### src/rtl/a1csa_pkg.sv
package a1csa_pkg;
  localparam int unsigned SLICE_W = 4;

  typedef enum logic {
    CHAIN_RIPPLE = 1'b0,
    CHAIN_TREE   = 1'b1
  } carry_style_e;
endpackage

### src/rtl/a1s_slice_add.sv
// 4-bit adder with carry-in tied to zero; structure chosen by STYLE.
module a1s_slice_add
  import a1csa_pkg::*;
#(
  parameter carry_style_e STYLE = CHAIN_TREE
) (
  input  logic [SLICE_W-1:0] x,
  input  logic [SLICE_W-1:0] y,
  output logic [SLICE_W-1:0] r,
  output logic               co
);
  logic [SLICE_W-1:0] bg, bp;
  assign bg = x & y;
  assign bp = x ^ y;

  if (STYLE == CHAIN_RIPPLE) begin : g_ripple
    logic [SLICE_W:0] rc;
    assign rc[0] = 1'b0;
    for (genvar i = 0; i < SLICE_W; i++) begin : g_fa
      assign r[i]    = bp[i] ^ rc[i];
      assign rc[i+1] = bg[i] | (bp[i] & rc[i]);
    end
    assign co = rc[SLICE_W];
  end else begin : g_look
    logic c1, c2, c3;
    assign c1 = bg[0];
    assign c2 = bg[1] | (bp[1] & bg[0]);
    assign c3 = bg[2] | (bp[2] & bg[1]) | (bp[2] & bp[1] & bg[0]);
    assign co = bg[3] | (bp[3] & bg[2]) | (bp[3] & bp[2] & bg[1])
              | (bp[3] & bp[2] & bp[1] & bg[0]);
    assign r  = bp ^ {c3, c2, c1, 1'b0};
  end

  // The slice must model a zero carry-in addition
  always_comb begin
    assert_zero_cin_sum_R2: assert ({co, r} == ({1'b0, x} + {1'b0, y}))
      else $error("slice zero-carry sum wrong");
  end
endmodule

### src/rtl/a1s_fold_fix.sv
// Add-one correction with selection merged into the XOR gates.
module a1s_fold_fix
  import a1csa_pkg::*;
(
  input  logic [SLICE_W-1:0] r,
  input  logic               c,
  output logic [SLICE_W-1:0] s,
  output logic               p
);
  logic [SLICE_W:0] pre;
  assign pre[0] = c;
  for (genvar i = 0; i < SLICE_W; i++) begin : g_pre
    assign pre[i+1] = pre[i] & r[i];
  end
  assign s = r ^ pre[SLICE_W-1:0];
  assign p = &r;

  logic [SLICE_W-1:0] flip;
  assign flip = s ^ r;

  always_comb begin
    if (!c) begin
      assert_pass_through_R3: assert (flip == '0)
        else $error("slice altered with zero carry-in");
    end else if (r == {SLICE_W{1'b1}}) begin
      assert_full_invert_R4: assert (flip == {SLICE_W{1'b1}})
        else $error("all-ones slice not fully inverted");
    end else begin
      assert_low_run_flip_R4: assert ((flip != '0) && (((flip + 1'b1) & flip) == '0)
                                      && ((r & flip) == (flip >> 1)))
        else $error("flipped bits are not trailing ones plus one");
    end
  end
endmodule

### src/rtl/a1s_carry_net.sv
// Slice-to-slice carry network: linear chain or prefix tree.
module a1s_carry_net
  import a1csa_pkg::*;
#(
  parameter int unsigned   NSL   = 8,
  parameter carry_style_e  STYLE = CHAIN_TREE
) (
  input  logic [NSL-1:0] gen,
  input  logic [NSL-1:0] prop,
  input  logic           cin,
  output logic [NSL:0]   mc
);
  localparam int unsigned LV = (NSL > 1) ? $clog2(NSL) : 0;

  assign mc[0] = cin;

  if (STYLE == CHAIN_RIPPLE) begin : g_chain
    for (genvar i = 0; i < NSL; i++) begin : g_link
      assign mc[i+1] = gen[i] | (prop[i] & mc[i]);
    end
  end else begin : g_tree
    for (genvar l = 0; l <= LV; l++) begin : lvl
      logic [NSL-1:0] tg, tp;
      if (l == 0) begin : g_base
        assign tg = {gen[NSL-1:1], gen[0] | (prop[0] & cin)};
        assign tp = prop;
      end else begin : g_comb
        localparam int unsigned D = 1 << (l - 1);
        for (genvar i = 0; i < NSL; i++) begin : g_node
          if (i >= D) begin : g_mix
            assign tg[i] = lvl[l-1].tg[i] | (lvl[l-1].tp[i] & lvl[l-1].tg[i-D]);
            assign tp[i] = lvl[l-1].tp[i] & lvl[l-1].tp[i-D];
          end else begin : g_keep
            assign tg[i] = lvl[l-1].tg[i];
            assign tp[i] = lvl[l-1].tp[i];
          end
        end
      end
    end
    assign mc[NSL:1] = lvl[LV].tg;

    // Tree result must agree with the per-slice carry recurrence
    always_comb begin
      for (int i = 0; i < NSL; i++) begin
        assert_slice_carry_R5: assert (mc[i+1] == (gen[i] | (prop[i] & mc[i])))
          else $error("tree carry disagrees at slice %0d", i);
      end
    end
  end
endmodule

### src/rtl/a1s_adder.sv
module a1s_adder
  import a1csa_pkg::*;
#(
  parameter int unsigned  WIDTH = 32,
  parameter carry_style_e STYLE = CHAIN_TREE
) (
  input  logic [WIDTH-1:0] a,
  input  logic [WIDTH-1:0] b,
  input  logic             carry_in,
  output logic [WIDTH-1:0] sum,
  output logic             carry_out
);
  localparam int unsigned NSL = WIDTH / SLICE_W;

  logic [NSL-1:0]   sl_gen, sl_prop;
  logic [NSL:0]     sl_c;
  logic [WIDTH-1:0] raw;

  for (genvar k = 0; k < NSL; k++) begin : g_slice
    a1s_slice_add #(.STYLE(STYLE)) u_add (
      .x  (a[k*SLICE_W +: SLICE_W]),
      .y  (b[k*SLICE_W +: SLICE_W]),
      .r  (raw[k*SLICE_W +: SLICE_W]),
      .co (sl_gen[k])
    );
    a1s_fold_fix u_fix (
      .r (raw[k*SLICE_W +: SLICE_W]),
      .c (sl_c[k]),
      .s (sum[k*SLICE_W +: SLICE_W]),
      .p (sl_prop[k])
    );
  end

  a1s_carry_net #(.NSL(NSL), .STYLE(STYLE)) u_net (
    .gen  (sl_gen),
    .prop (sl_prop),
    .cin  (carry_in),
    .mc   (sl_c)
  );

  assign carry_out = sl_c[NSL];

  always_comb begin
    assert_total_R1: assert ({carry_out, sum} ==
                             ({1'b0, a} + {1'b0, b} + {{WIDTH{1'b0}}, carry_in}))
      else $error("adder result wrong");
  end
endmodule

### config.mk
export PLATFORM = sky130hd
export DESIGN_NAME = a1s_adder
export DESIGN_NICKNAME = d
export VERILOG_FILES = /design/src/rtl/a1csa_pkg.sv /design/src/rtl/a1s_slice_add.sv /design/src/rtl/a1s_fold_fix.sv /design/src/rtl/a1s_carry_net.sv /design/src/rtl/a1s_adder.sv
export SDC_FILE = /design/constraint.sdc
export NUM_CORES = 1
export LEC_CHECK = 0
export BUFFER_PORTS_ARGS = -buffer_cell sky130_fd_sc_hd__buf_4
export CAP_MARGIN = 10
export CELL_PAD_IN_SITES_DETAIL_PLACEMENT = 0
export CELL_PAD_IN_SITES_GLOBAL_PLACEMENT = 1
export CORE_MARGIN = 4
export CORE_UTILIZATION = 29
export DETAILED_ROUTE_END_ITERATION = 10
export PLACE_DENSITY_LB_ADDON = 0.1
export SETUP_SLACK_MARGIN = 0.5
export SLEW_MARGIN = 20
export SYNTH_ARGS = -nofsm -noshare
export SYNTH_HDL_FRONTEND = slang
export SYNTH_SLANG_ARGS = --single-unit
### constraint.sdc
create_clock -name vclk -period 3.8
set_input_delay 0.76 -clock vclk [all_inputs]
set_output_delay 0.76 -clock vclk [all_outputs]
set_load 0.05 [all_outputs]
**Word level (Yosys, flattened, before mapping)**

Cells that the tools add are included.

- Add/subtract/negate cells: 0
- Multipliers: 0
- Divide/modulo/power cells: 0
- Order comparisons: 0
- Equality and inequality tests: 0
- Shift-type cells: 0
- Mux-type cells: 0
- Bitwise gates (word level): 222
- Reductions and logical operators: 8

Operator list:

| kind | count |
|---|---|
| 1-bit AND | 124 |
| 4-bit XOR | 24 |
| 1-bit bitwise OR | 66 |
| 4-bit AND | 8 |
| 4-bit AND reduction | 8 |

- Register bits after elaboration: 0
- Bits in latches: 0
- RAM bits: 0
- Bits in read-only memories: 0
- Logic and storage cells: 230
- Memories kept: 0

**Depth between registers and ports, before layout**

Gate-level depths: netlist of run 1.

- Word-level depth: 16
- Depth in mapped cells: 14
- Depth with buffers taken out: 14

**Hierarchy**

Synthesis of run 1 repeated with hierarchy kept, for this count alone.

- Cells, all modules: 186
- Area, all modules: 1,640.3 um2

Modules (own cells, without submodules):

| module | times used | cells each | area an instance (um2) | sequential area each (um2) |
|---|---|---|---|---|
| a1s_slice_add | 8 | 15 | 127.6 | 0.0 |
| a1s_fold_fix | 8 | 5 | 55.1 | 0.0 |
| a1s_carry_net | 1 | 26 | 178.9 | 0.0 |

**Worst setup path before layout of run 1**

OpenSTA, ideal clock, no wires.

- Path type: in2out
- Start point: in a[0]
- End point: out sum[31]
- Data arrival time: 3.934 ns
- Data required time: 3.040 ns
- Slack: -0.894 ns
- Cell stages on the path: 14
- Cells stage by stage: ha_1 -> fa_1 -> and3_1 -> nand3_1 -> o2111ai_2 -> a41oi_2 -> a211oi_2 -> o21ai_1 -> nand2_1 -> ha_1 -> ha_1 -> ha_1 -> xor2_1 -> xnor2_1

- Cells in the longest elaborated chain, start to end: 15
- Elaborated cells on any way between the ends: 20

RTL lines:

| item | line | RTL |
|---|---|---|
| from (decl) | a1s_adder.sv:7 | `input logic [WIDTH-1:0] a,` |
| 4-bit AND | a1s_slice_add.sv:13 | `assign bg = x & y;` |
| 1-bit AND (on tied branches) | a1s_slice_add.sv:27, a1s_slice_add.sv:28 |  |
| 1-bit bitwise OR (on tied branches) | a1s_slice_add.sv:27, a1s_slice_add.sv:28 |  |
| 4-bit XOR | a1s_slice_add.sv:31 | `assign r = bp ^ {c3, c2, c1, 1'b0};` |
| 4-bit AND reduction | a1s_fold_fix.sv:16 | `assign p = &r;` |
| 1-bit AND | a1s_carry_net.sv:25 | `assign tg = {gen[NSL-1:1], gen[0] \| (prop[0] & cin)};` |
| 1-bit bitwise OR * | a1s_carry_net.sv:25 |  |
| 1-bit AND * | a1s_carry_net.sv:31 | `assign tg[i] = lvl[l-1].tg[i] \| (lvl[l-1].tp[i] & lvl[l-1].tg[i-D]);` |
| 1-bit bitwise OR * | a1s_carry_net.sv:31 |  |
| 1-bit AND * | a1s_carry_net.sv:31 |  |
| 1-bit bitwise OR * | a1s_carry_net.sv:31 |  |
| 1-bit AND * (3 in series) | a1s_fold_fix.sv:13 | `assign pre[i+1] = pre[i] & r[i];` |
| 4-bit XOR * | a1s_fold_fix.sv:15 | `assign s = r ^ pre[SLICE_W-1:0];` |
| to (decl) | a1s_adder.sv:10 | `output logic [WIDTH-1:0] sum,` |

Mark *: on every way between the ends. The rest lies on a longest branch, timed or not.

**Worst setup path after layout of run 1**

- Start point: in b[0]
- End point: out sum[23]

- Cells in the longest elaborated chain, start to end: 13
- Elaborated cells on any way between the ends: 18

RTL lines:

| item | line | RTL |
|---|---|---|
| from (decl) | a1s_adder.sv:8 | `input logic [WIDTH-1:0] b,` |
| 4-bit AND | a1s_slice_add.sv:13 |  |
| 1-bit AND (on tied branches) | a1s_slice_add.sv:27, a1s_slice_add.sv:28 |  |
| 1-bit bitwise OR (on tied branches) | a1s_slice_add.sv:27, a1s_slice_add.sv:28 |  |
| 4-bit XOR | a1s_slice_add.sv:31 |  |
| 4-bit AND reduction | a1s_fold_fix.sv:16 |  |
| 1-bit AND | a1s_carry_net.sv:25 |  |
| 1-bit bitwise OR * | a1s_carry_net.sv:25 |  |
| 1-bit AND * | a1s_carry_net.sv:31 |  |
| 1-bit bitwise OR * | a1s_carry_net.sv:31 |  |
| 1-bit AND * (3 in series) | a1s_fold_fix.sv:13 |  |
| 4-bit XOR * | a1s_fold_fix.sv:15 |  |

Marks and branches as above.

==> results_dict.tcl, run 1 <==
set metrics [dict create \
    drcViolationCount 0 \
    number_of_warnings_printed_during_yosys_synthesis 0 \
    sequential_cell_total 0 \
    period_minus_slack_ns 4.34 \
    io_pins 98 \
    number_of_hold_slack_violations_in_the_final_timing_report 0 \
    grt_max_degree 5 \
    most_used_cells_in_the_layout_excluding_fill_and_tap_cells "123 x sky130_fd_sc_hd__buf_4, 31 x sky130_fd_sc_hd__ha_1, 28 x sky130_fd_sc_hd__buf_6" \
    critical_path.endpoint_type "output pin" \
    port_buffers 98 \
    num-nets-final 465 \
    timing_worst_slew_pin_value_ns 0.566 \
    yosys-top-cells-area "sky130_fd_sc_hd__ha_1 45%, sky130_fd_sc_hd__fa_1 10%, sky130_fd_sc_hd__xor2_1 8.4%" \
    dr.first_iter.drc_count 8 \
    cp.required_ns 3.04 \
    stdcell_area_um2 3690 \
    chip_height_um 81.6 \
    violations "negative setup slack" \
    hold-path-endpoint "sum[0]" \
    register_area_um2 0 \
    antennaDiodeCount 0 \
    rsz0062_at_grt "yes" \
    synth.net_count 297 \
    synth_cell_types 35 \
    route.vias.total 1855 \
    number_of_standard_cell_rows_in_the_floorplan 26 \
    placedInstanceArea_um2 3210 \
    grtUsageTotal_pct 14.5 \
    netlist_instances 168 \
    setup.worst_path.start_class "input pin" \
    synth_top_cell_area_share_pct 44.7 \
    synth_largest_area_cell "sky130_fd_sc_hd__ha_1" \
    area_growth_from_synthesis_to_final_layout_pct 135 \
    routed_wirelength_um 4860 \
    drv_cap 0 \
    synthesis.area_um2 1570 \
    fmax_mhz 230 \
    first_global_vias 1978 \
    finalWorstSetupSlack_ns -0.544 \
    core_um2 5170 \
    final_replace_weighted_congestion 0.748 \
    timing.hold.worst_path_depth 4 \
    outcome "finished, violations left" \
    clock_buffers 0 \
    crit_path_max_fanout 3 \
    drt_pre_antenna_iters 4 \
    fin_crit_sh_pct 114 \
    utilization_pct 71.4 \
    p_leak_nw 1.75 \
    yosysSeqAreaShare_pct 0 \
    overflow 0 \
    routedWlPerCell_um 12.0 \
    arrival_time_of_the_worst_setup_path_ns 3.58 \
    post_drt_via_cell_ratio 4.59 \
    holdCritPathClass "in -> out" \
    leading_cell_type_in_the_layout_fill_and_taps_excluded "sky130_fd_sc_hd__buf_4" \
    hpwl_um 4400 \
    setup-violations-final 20 \
    floorplan.die_area_um2 6650 \
    die-width_um 81.6 \
    effective_utilization_at_floorplan_pct 30.3 \
    antenna_found_initial 0 \
    path_class "in -> out" \
    hp-start "carry_in" \
    cts_hold_buffers 0 \
    largest_vdd_supply_drop_mv 0.252 \
    syn-mean-instance-area_um2 9.34 \
    slew_violations 0 \
    grt_pass1_wl_um 7930 \
    slew_headroom_pct 62.2 \
    proportion_of_layout_cells_with_a_drive_suffix_above_1_pct 68.0 \
    route.antenna.remaining_nets 0 \
    power_density_nw_per_um2 315 \
]
-- cells in the mapped netlist (2+ instances only) --
| master | number |
|---|---|
| sky130_fd_sc_hd__a21oi_1 | 8 |
| sky130_fd_sc_hd__and3_1 | 5 |
| sky130_fd_sc_hd__nor2_1 | 8 |
| sky130_fd_sc_hd__xor2_1 | 15 |
| sky130_fd_sc_hd__a21o_1 | 7 |
| sky130_fd_sc_hd__o21ai_1 | 2 |
| sky130_fd_sc_hd__a211o_1 | 2 |
| sky130_fd_sc_hd__fa_1 | 8 |
| sky130_fd_sc_hd__ha_1 | 56 |
| sky130_fd_sc_hd__o21ai_0 | 3 |
| sky130_fd_sc_hd__nor3_1 | 3 |
| sky130_fd_sc_hd__xnor2_1 | 7 |
| sky130_fd_sc_hd__a211oi_1 | 3 |
| sky130_fd_sc_hd__nand2_1 | 5 |
| sky130_fd_sc_hd__inv_1 | 10 |
| sky130_fd_sc_hd__nand3_1 | 7 |
-- final cells by class --
cell class	instances	area [um^2]
fillers	393	1480
multi-input cells	158	2100
inverters	10	37.5
well taps	70	87.6
repair buffers	166	1460
-- how the worst max path moves through the flow --
| stage | from | end | slack, ns | cells past startpoint |
|---|---|---|---|---|
| floorplan | a[0] | sum[31] | -0.39 | 14 |
| global placement | a[8] | sum[31] | -0.65 | 15 |
| detailed placement | a[16] | sum[31] | -0.74 | 16 |
| CTS | b[0] | sum[23] | -0.56 | 16 |
| global route | b[0] | sum[31] | -0.69 | 16 |
| finish | b[0] | sum[23] | -0.54 | 16 |
-- critical path, cell delays in order --
cell,delay (ns)
sky130_fd_sc_hd__buf_6,0.10
sky130_fd_sc_hd__ha_4,0.15
sky130_fd_sc_hd__fa_1,0.45
sky130_fd_sc_hd__and3_4,0.19
sky130_fd_sc_hd__nand3_1,0.10
sky130_fd_sc_hd__o2111ai_4,0.12
sky130_fd_sc_hd__a41oi_2,0.24
sky130_fd_sc_hd__buf_4,0.15
sky130_fd_sc_hd__nand2_4,0.05
sky130_fd_sc_hd__a2111oi_4,0.30
sky130_fd_sc_hd__a311oi_2,0.11
sky130_fd_sc_hd__ha_4,0.20
sky130_fd_sc_hd__ha_4,0.16
sky130_fd_sc_hd__ha_4,0.17
sky130_fd_sc_hd__xor2_4,0.15
sky130_fd_sc_hd__buf_6,0.17
-- per-layer routing --
| layer | track usage (%) | routed length, um | vias to the layer above |
|---|---|---|---|
| li1 | - | - | 950 |
| met1 | 16.4 | 1870 | 857 |
| met2 | 30.7 | 2710 | 48 |
| met3 | 0.877 | 276 | 0 |
| met4 | 0 | 0 | 0 |
| met5 | 0 | 0 | - |
-- per-stage QoR --
| step | setup TNS, ns | hold slack, ns | setup slack (ns) | total power, mW | std cells |
|---|---|---|---|---|---|
| after floorplan | -1.59 | 1.88 | -0.387 | 0.721 | 168 |
| after global placement | -5.89 | 2.01 | -0.653 | 0.968 | 392 |
| after detailed placement | -6.91 | 2.00 | -0.744 | 0.978 | 392 |
| after CTS | -4.68 | 2.01 | -0.564 | 1.16 | 403 |
| after global routing | -7.77 | 2.06 | -0.685 | 1.24 | 404 |
| final | -4.91 | 2.02 | -0.544 | 1.16 | 404 |
-- kinds of logic after synthesis --
family,after synthesis,synth area share [%]
adders and majority gates,66,56.2
AOI/OAI and AO/OA,35,17.2
and+or+nand+nor,35,11.9
xor gates and xnor gates,22,12.3
buffers and inverters,10,2.39
-- report_power, final --
part	internal [mW]	total [mW]	switching, mW
registers	0	0	0
clock network	0	0	0
logic	0.548	1.16	0.613
-- repair_timing --
item	4_1_cts	5_1_grt
setup endpoints to repair	29	30
setup buffers	11	1
resized for setup	75	11
pin swaps	35	9
Note: power is estimated with default switching activity, not from simulation.
==> run 2: changes to the inputs <==
--- a/config.mk
+++ b/config.mk
@@ -14,6 +14,7 @@
 export DETAILED_ROUTE_END_ITERATION = 10
 export PLACE_DENSITY_LB_ADDON = 0.1
 export SETUP_SLACK_MARGIN = 0.5
+export SKIP_LAST_GASP = 1
 export SLEW_MARGIN = 20
 export SYNTH_ARGS = -nofsm -noshare
 export SYNTH_HDL_FRONTEND = slang
==> results_dict.tcl, run 2 (synthesized netlist as in run 1, its figures left out) <==
set metrics [dict create \
    outcome "finished, violations left" \
    violations "negative setup slack" \
    crit_path_max_fanout 3 \
    io_pins 98 \
    grt_max_degree 5 \
    number_of_hold_slack_violations_in_the_final_timing_report 0 \
    fmax_mhz 232 \
    first_global_vias 1962 \
    num-nets-final 466 \
    grt_pass1_wl_um 7890 \
    critical_path.endpoint_type "output pin" \
    report.power.total_mw 1.18 \
    drcViolationCount 0 \
    port_buffers 98 \
    hpwl_um 4400 \
    final_replace_weighted_congestion 0.748 \
    sequential_cell_total 0 \
    switching_power_uw 616 \
    arrival_time_of_the_worst_setup_path_ns 3.55 \
    cp.required_ns 3.04 \
    period_minus_slack_ns 4.31 \
    antenna_found_initial 0 \
    power_frac_comb_pct 100.0 \
    routedWlPerCell_um 12.0 \
    p_clk_share_pct 0 \
    slew_headroom_pct 64.4 \
    core_um2 5170 \
    path_buf_inv 3 \
    fillCellCount 397 \
    finalSetupTns_ns -4.57 \
    power_report.internal_total_uw 560 \
    floorplan.die_area_um2 6650 \
    p_leak_nw 1.77 \
    rsz0062_at_grt "yes" \
    path_class "in -> out" \
    route.vias.total 1858 \
    most_used_cells_in_the_layout_excluding_fill_and_tap_cells "125 x sky130_fd_sc_hd__buf_4, 32 x sky130_fd_sc_hd__ha_1, 23 x sky130_fd_sc_hd__ha_4, 23 x sky130_fd_sc_hd__buf_6, 19 x sky130_fd_sc_hd__buf_8" \
    crit_family "adder cells" \
    overflow 0 \
    power_density_nw_per_um2 317 \
    routed_wirelength_um 4860 \
    power.share.sequential_pct 0 \
    utilization_pct 71.7 \
    fin_crit_sh_pct 113 \
    effective_utilization_at_floorplan_pct 30.3 \
    area_growth_from_synthesis_to_final_layout_pct 137 \
    drv_cap 0 \
    final.hold.worst_slack_ns 2.03 \
    hp-start "carry_in" \
    placedInstanceArea_um2 3210 \
    clock_buffers 0 \
    setup.worst_path.start_class "input pin" \
    register_area_um2 0 \
    setup-violations-final 20 \
    holdCritPathClass "in -> out" \
    timing.critical_path.slowest_cell_delay_ns 0.45 \
    die-width_um 81.6 \
    cts_hold_buffers 0 \
    grtUsageTotal_pct 14.4 \
    antennaDiodeCount 0 \
    timing_worst_slew_pin_value_ns 0.535 \
    drt_pre_antenna_iters 4 \
    timing.critical_path.slowest_stage_cell "sky130_fd_sc_hd__fa_1" \
    chip_height_um 81.6 \
    worstPathCellList "buf_6 -> ha_4 -> fa_1 -> and3_4 -> nand3_1 -> o2111ai_2 -> a41oi_2 -> buf_4 -> nand2_4 -> a2111oi_4 -> a311oi_2 -> ha_4 -> ha_4 -> ha_4 -> xor2_4 -> buf_6" \
    stdcell_area_um2 3710 \
    dr.first_iter.drc_count 9 \
    leading_cell_type_in_the_layout_fill_and_taps_excluded "sky130_fd_sc_hd__buf_4" \
    sw_frac_of_total_pct 52.4 \
    proportion_of_layout_cells_with_a_drive_suffix_above_1_pct 68.1 \
    slew_violations 0 \
    number_of_standard_cell_rows_in_the_floorplan 26 \
    largest_vdd_supply_drop_mv 0.258 \
    finalWorstSetupSlack_ns -0.511 \
    route.antenna.remaining_nets 0 \
    post_drt_via_cell_ratio 4.59 \
    startpoint "b[0]" \
    timing.critical_path.mode_cell "sky130_fd_sc_hd__ha_4" \
]
-- run 2: power by group through the flow --
stage | Clock, mW | Combinational (mW) | Sequential, mW
2_1_floorplan | 0 | 0.721 | 0
3_3_place_gp | 0 | 0.968 | 0
3_5_place_dp | 0 | 0.978 | 0
4_1_cts | 0 | 1.15 | 0
5_1_grt | 0 | 1.25 | 0
6_report | 0 | 1.18 | 0
-- run 2: layout make-up --
cell class,instances,area [um^2],area share [%]
inverters,10,37.5,1.01
multi-input cells,158,2100,56.7
well taps,70,87.6,2.36
repair buffers,167,1480,40.0
-- run 2: what timing repair did --
action,CTS,global route
pin swaps,34,15
resized for setup,71,17
buffers inserted,11,2
endpoints found under the setup margin,29,30
-- run 2: layer usage --
layer  up-vias  wire length [um]  track usage, %
met1       860              1870            16.7
met4         0                 0               0
met5         -                 0               0
met2        48              2700            29.8
li1        950                 -               -
met3         0               281           0.877
-- run 2: through the flow --
| step | setup WS, ns | std cells |
|---|---|---|
| 2_1_floorplan | -0.387 | 168 |
| 3_3_place_gp | -0.653 | 392 |
| 3_5_place_dp | -0.744 | 392 |
| 4_1_cts | -0.564 | 403 |
| 5_1_grt | -0.651 | 405 |
| 6_report | -0.511 | 405 |
-- run 2: worst paths after layout --
kind / to / slack [ns] / depth (start not counted)
worst max-delay path: sum[23] / -0.51 / 16
worst min-delay path: sum[0] / 2.03 / 4
==> run 3: changes to the inputs <==
--- a/config.mk
+++ b/config.mk
@@ -13,8 +13,7 @@
 export CORE_UTILIZATION = 29
 export DETAILED_ROUTE_END_ITERATION = 10
 export PLACE_DENSITY_LB_ADDON = 0.1
-export SETUP_SLACK_MARGIN = 0.5
-export SKIP_LAST_GASP = 1
+export SETUP_SLACK_MARGIN = 0.05
 export SLEW_MARGIN = 20
 export SYNTH_ARGS = -nofsm -noshare
 export SYNTH_HDL_FRONTEND = slang
==> results_dict.tcl, run 3 (synthesized netlist as in run 1, its figures left out) <==
set metrics [dict create \
    outcome "finished, violations left" \
    violations "negative setup slack" \
    place_inst 383 \
    core_um2 5170 \
    finalWorstSetupSlack_ns -0.577 \
    grt_max_degree 5 \
    critical_path.endpoint_type "output pin" \
    stdcell_area_um2 3530 \
    grt.busiest_layer "met2" \
    io_pins 98 \
    sequential_cell_total 0 \
    slew_violations 0 \
    dr.first_iter.drc_count 18 \
    antenna_found_initial 0 \
    number_of_standard_cell_rows_in_the_floorplan 26 \
    use_met2_pct 30.2 \
    area_growth_from_synthesis_to_final_layout_pct 125 \
    chip_height_um 81.6 \
    post_drt_via_cell_ratio 4.59 \
    num-nets-final 452 \
    final.hold.worst_slack_ns 1.92 \
    most_used_cells_in_the_layout_excluding_fill_and_tap_cells "121 x sky130_fd_sc_hd__buf_4, 33 x sky130_fd_sc_hd__ha_1, 23 x sky130_fd_sc_hd__ha_4" \
    largest_vdd_supply_drop_mv 0.209 \
    route.antenna.remaining_nets 0 \
    timing_worst_slew_pin_value_ns 0.491 \
    routed_wirelength_um 4710 \
    overflow 0 \
    met1_capacity_usage_during_global_routing_pct 16.0 \
    drcViolationCount 0 \
    worst_setup_path_end "sum[31]" \
    die-width_um 81.6 \
    fin_crit_sh_pct 115 \
    grt_pass1_wl_um 7810 \
    drv_cap 0 \
    arrival_time_of_the_worst_setup_path_ns 3.62 \
    rsz0062_at_grt "yes" \
    clock_buffers 0 \
    holdCritPathClass "in -> out" \
    hpwl_um 4210 \
    routedWlPerCell_um 12.0 \
    p_leak_nw 1.67 \
    cp.required_ns 3.04 \
    leading_cell_type_in_the_layout_fill_and_taps_excluded "sky130_fd_sc_hd__buf_4" \
    setup.worst_path.start_class "input pin" \
    number_of_hold_slack_violations_in_the_final_timing_report 0 \
    fmax_mhz 228 \
    setup-violations-final 22 \
    drt_pre_antenna_iters 4 \
    instances_no_fill 391 \
    floorplan.die_area_um2 6650 \
    proportion_of_layout_cells_with_a_drive_suffix_above_1_pct 65.1 \
    final_replace_weighted_congestion 0.685 \
    crit_path_max_fanout 2 \
    report.power.total_mw 1.13 \
    grtUsageTotal_pct 14.3 \
    path_class "in -> out" \
    first_global_vias 1898 \
    port_buffers 98 \
    placedInstanceArea_um2 3070 \
    power_density_nw_per_um2 320 \
    cts_hold_buffers 0 \
    effective_utilization_at_floorplan_pct 30.3 \
    register_area_um2 0 \
    slew_headroom_pct 67.3 \
    startpoint "a[4]" \
    antennaDiodeCount 0 \
    period_minus_slack_ns 4.38 \
    gr-usage-met3_pct 0.987 \
    route.vias.total 1795 \
]
-- run 3: cell count changes in the layout (fill, tap and decap cells not counted), moves of 3 or more --
cell | previous run | this run
sky130_fd_sc_hd__buf_6 | 23 | 17
sky130_fd_sc_hd__buf_4 | 125 | 121
sky130_fd_sc_hd__buf_8 | 19 | 15
sky130_fd_sc_hd__xor2_1 | 3 | 7
sky130_fd_sc_hd__xor2_2 | 5 | 2
-- run 3: area by class of cell --
class,instances,area [um^2]
fill,412,1650
inverter,10,37.5
multi-input combinational,158,2080
tap,70,87.6
timing repair buffer,153,1330
-- run 3: per-stage QoR --
| step | util, % | setup TNS (ns) | setup WS (ns) |
|---|---|---|---|
| finish | 68.2 | -4.85 | -0.577 |
| global route | 68.2 | -7.48 | -0.715 |
| CTS | 66.3 | -4.88 | -0.601 |
| detailed placement | 59.3 | -6.71 | -0.735 |
| global placement | 59.3 | -5.89 | -0.662 |
| floorplan | - | -1.63 | -0.389 |
-- run 3: how the worst min path moves through the flow --
stage / startpoint / end / slack (ns) / cells after the start
floorplan: b[24] / sum[24] / 1.88 / 2
global placement: carry_in / sum[0] / 1.91 / 3
detailed placement: carry_in / sum[0] / 1.92 / 3
CTS: carry_in / sum[0] / 1.93 / 3
global route: carry_in / sum[0] / 1.95 / 3
finish: carry_in / sum[0] / 1.92 / 3
-- run 3: repair_timing --
item                                    4_1_cts  5_1_grt
endpoints found under the setup margin       24       27
resized for setup                            64       20
buffers inserted                             10        3
pin swaps                                    31       16
-- run 3: power by group --
part	total, mW	switching, mW	internal [mW]
Clock	0	0	0
Sequential	0	0	0
Combinational	1.13	0.608	0.522
-- run 3: worst max-delay path: stages --
cell and delay [ns]:
sky130_fd_sc_hd__buf_4 0.11, sky130_fd_sc_hd__ha_1 0.22, sky130_fd_sc_hd__fa_2 0.34, sky130_fd_sc_hd__xor2_1 0.22
sky130_fd_sc_hd__nand3_1 0.15, sky130_fd_sc_hd__nor3_4 0.26, sky130_fd_sc_hd__a41oi_4 0.17, sky130_fd_sc_hd__a211oi_2 0.30
sky130_fd_sc_hd__o21ai_2 0.09, sky130_fd_sc_hd__nand2_2 0.08, sky130_fd_sc_hd__ha_4 0.14, sky130_fd_sc_hd__ha_4 0.12
sky130_fd_sc_hd__ha_4 0.14, sky130_fd_sc_hd__xor2_4 0.21, sky130_fd_sc_hd__xnor2_4 0.14, sky130_fd_sc_hd__buf_6 0.17
-- run 3: per-layer routing --
| metal | part of all wire, % | routed length [um] |
|---|---|---|
| met3 | 6.3 | 298 |
| met2 | 56 | 2620 |
| met1 | 38 | 1790 |
| met4 | 0 | 0 |
| met5 | 0 | 0 |
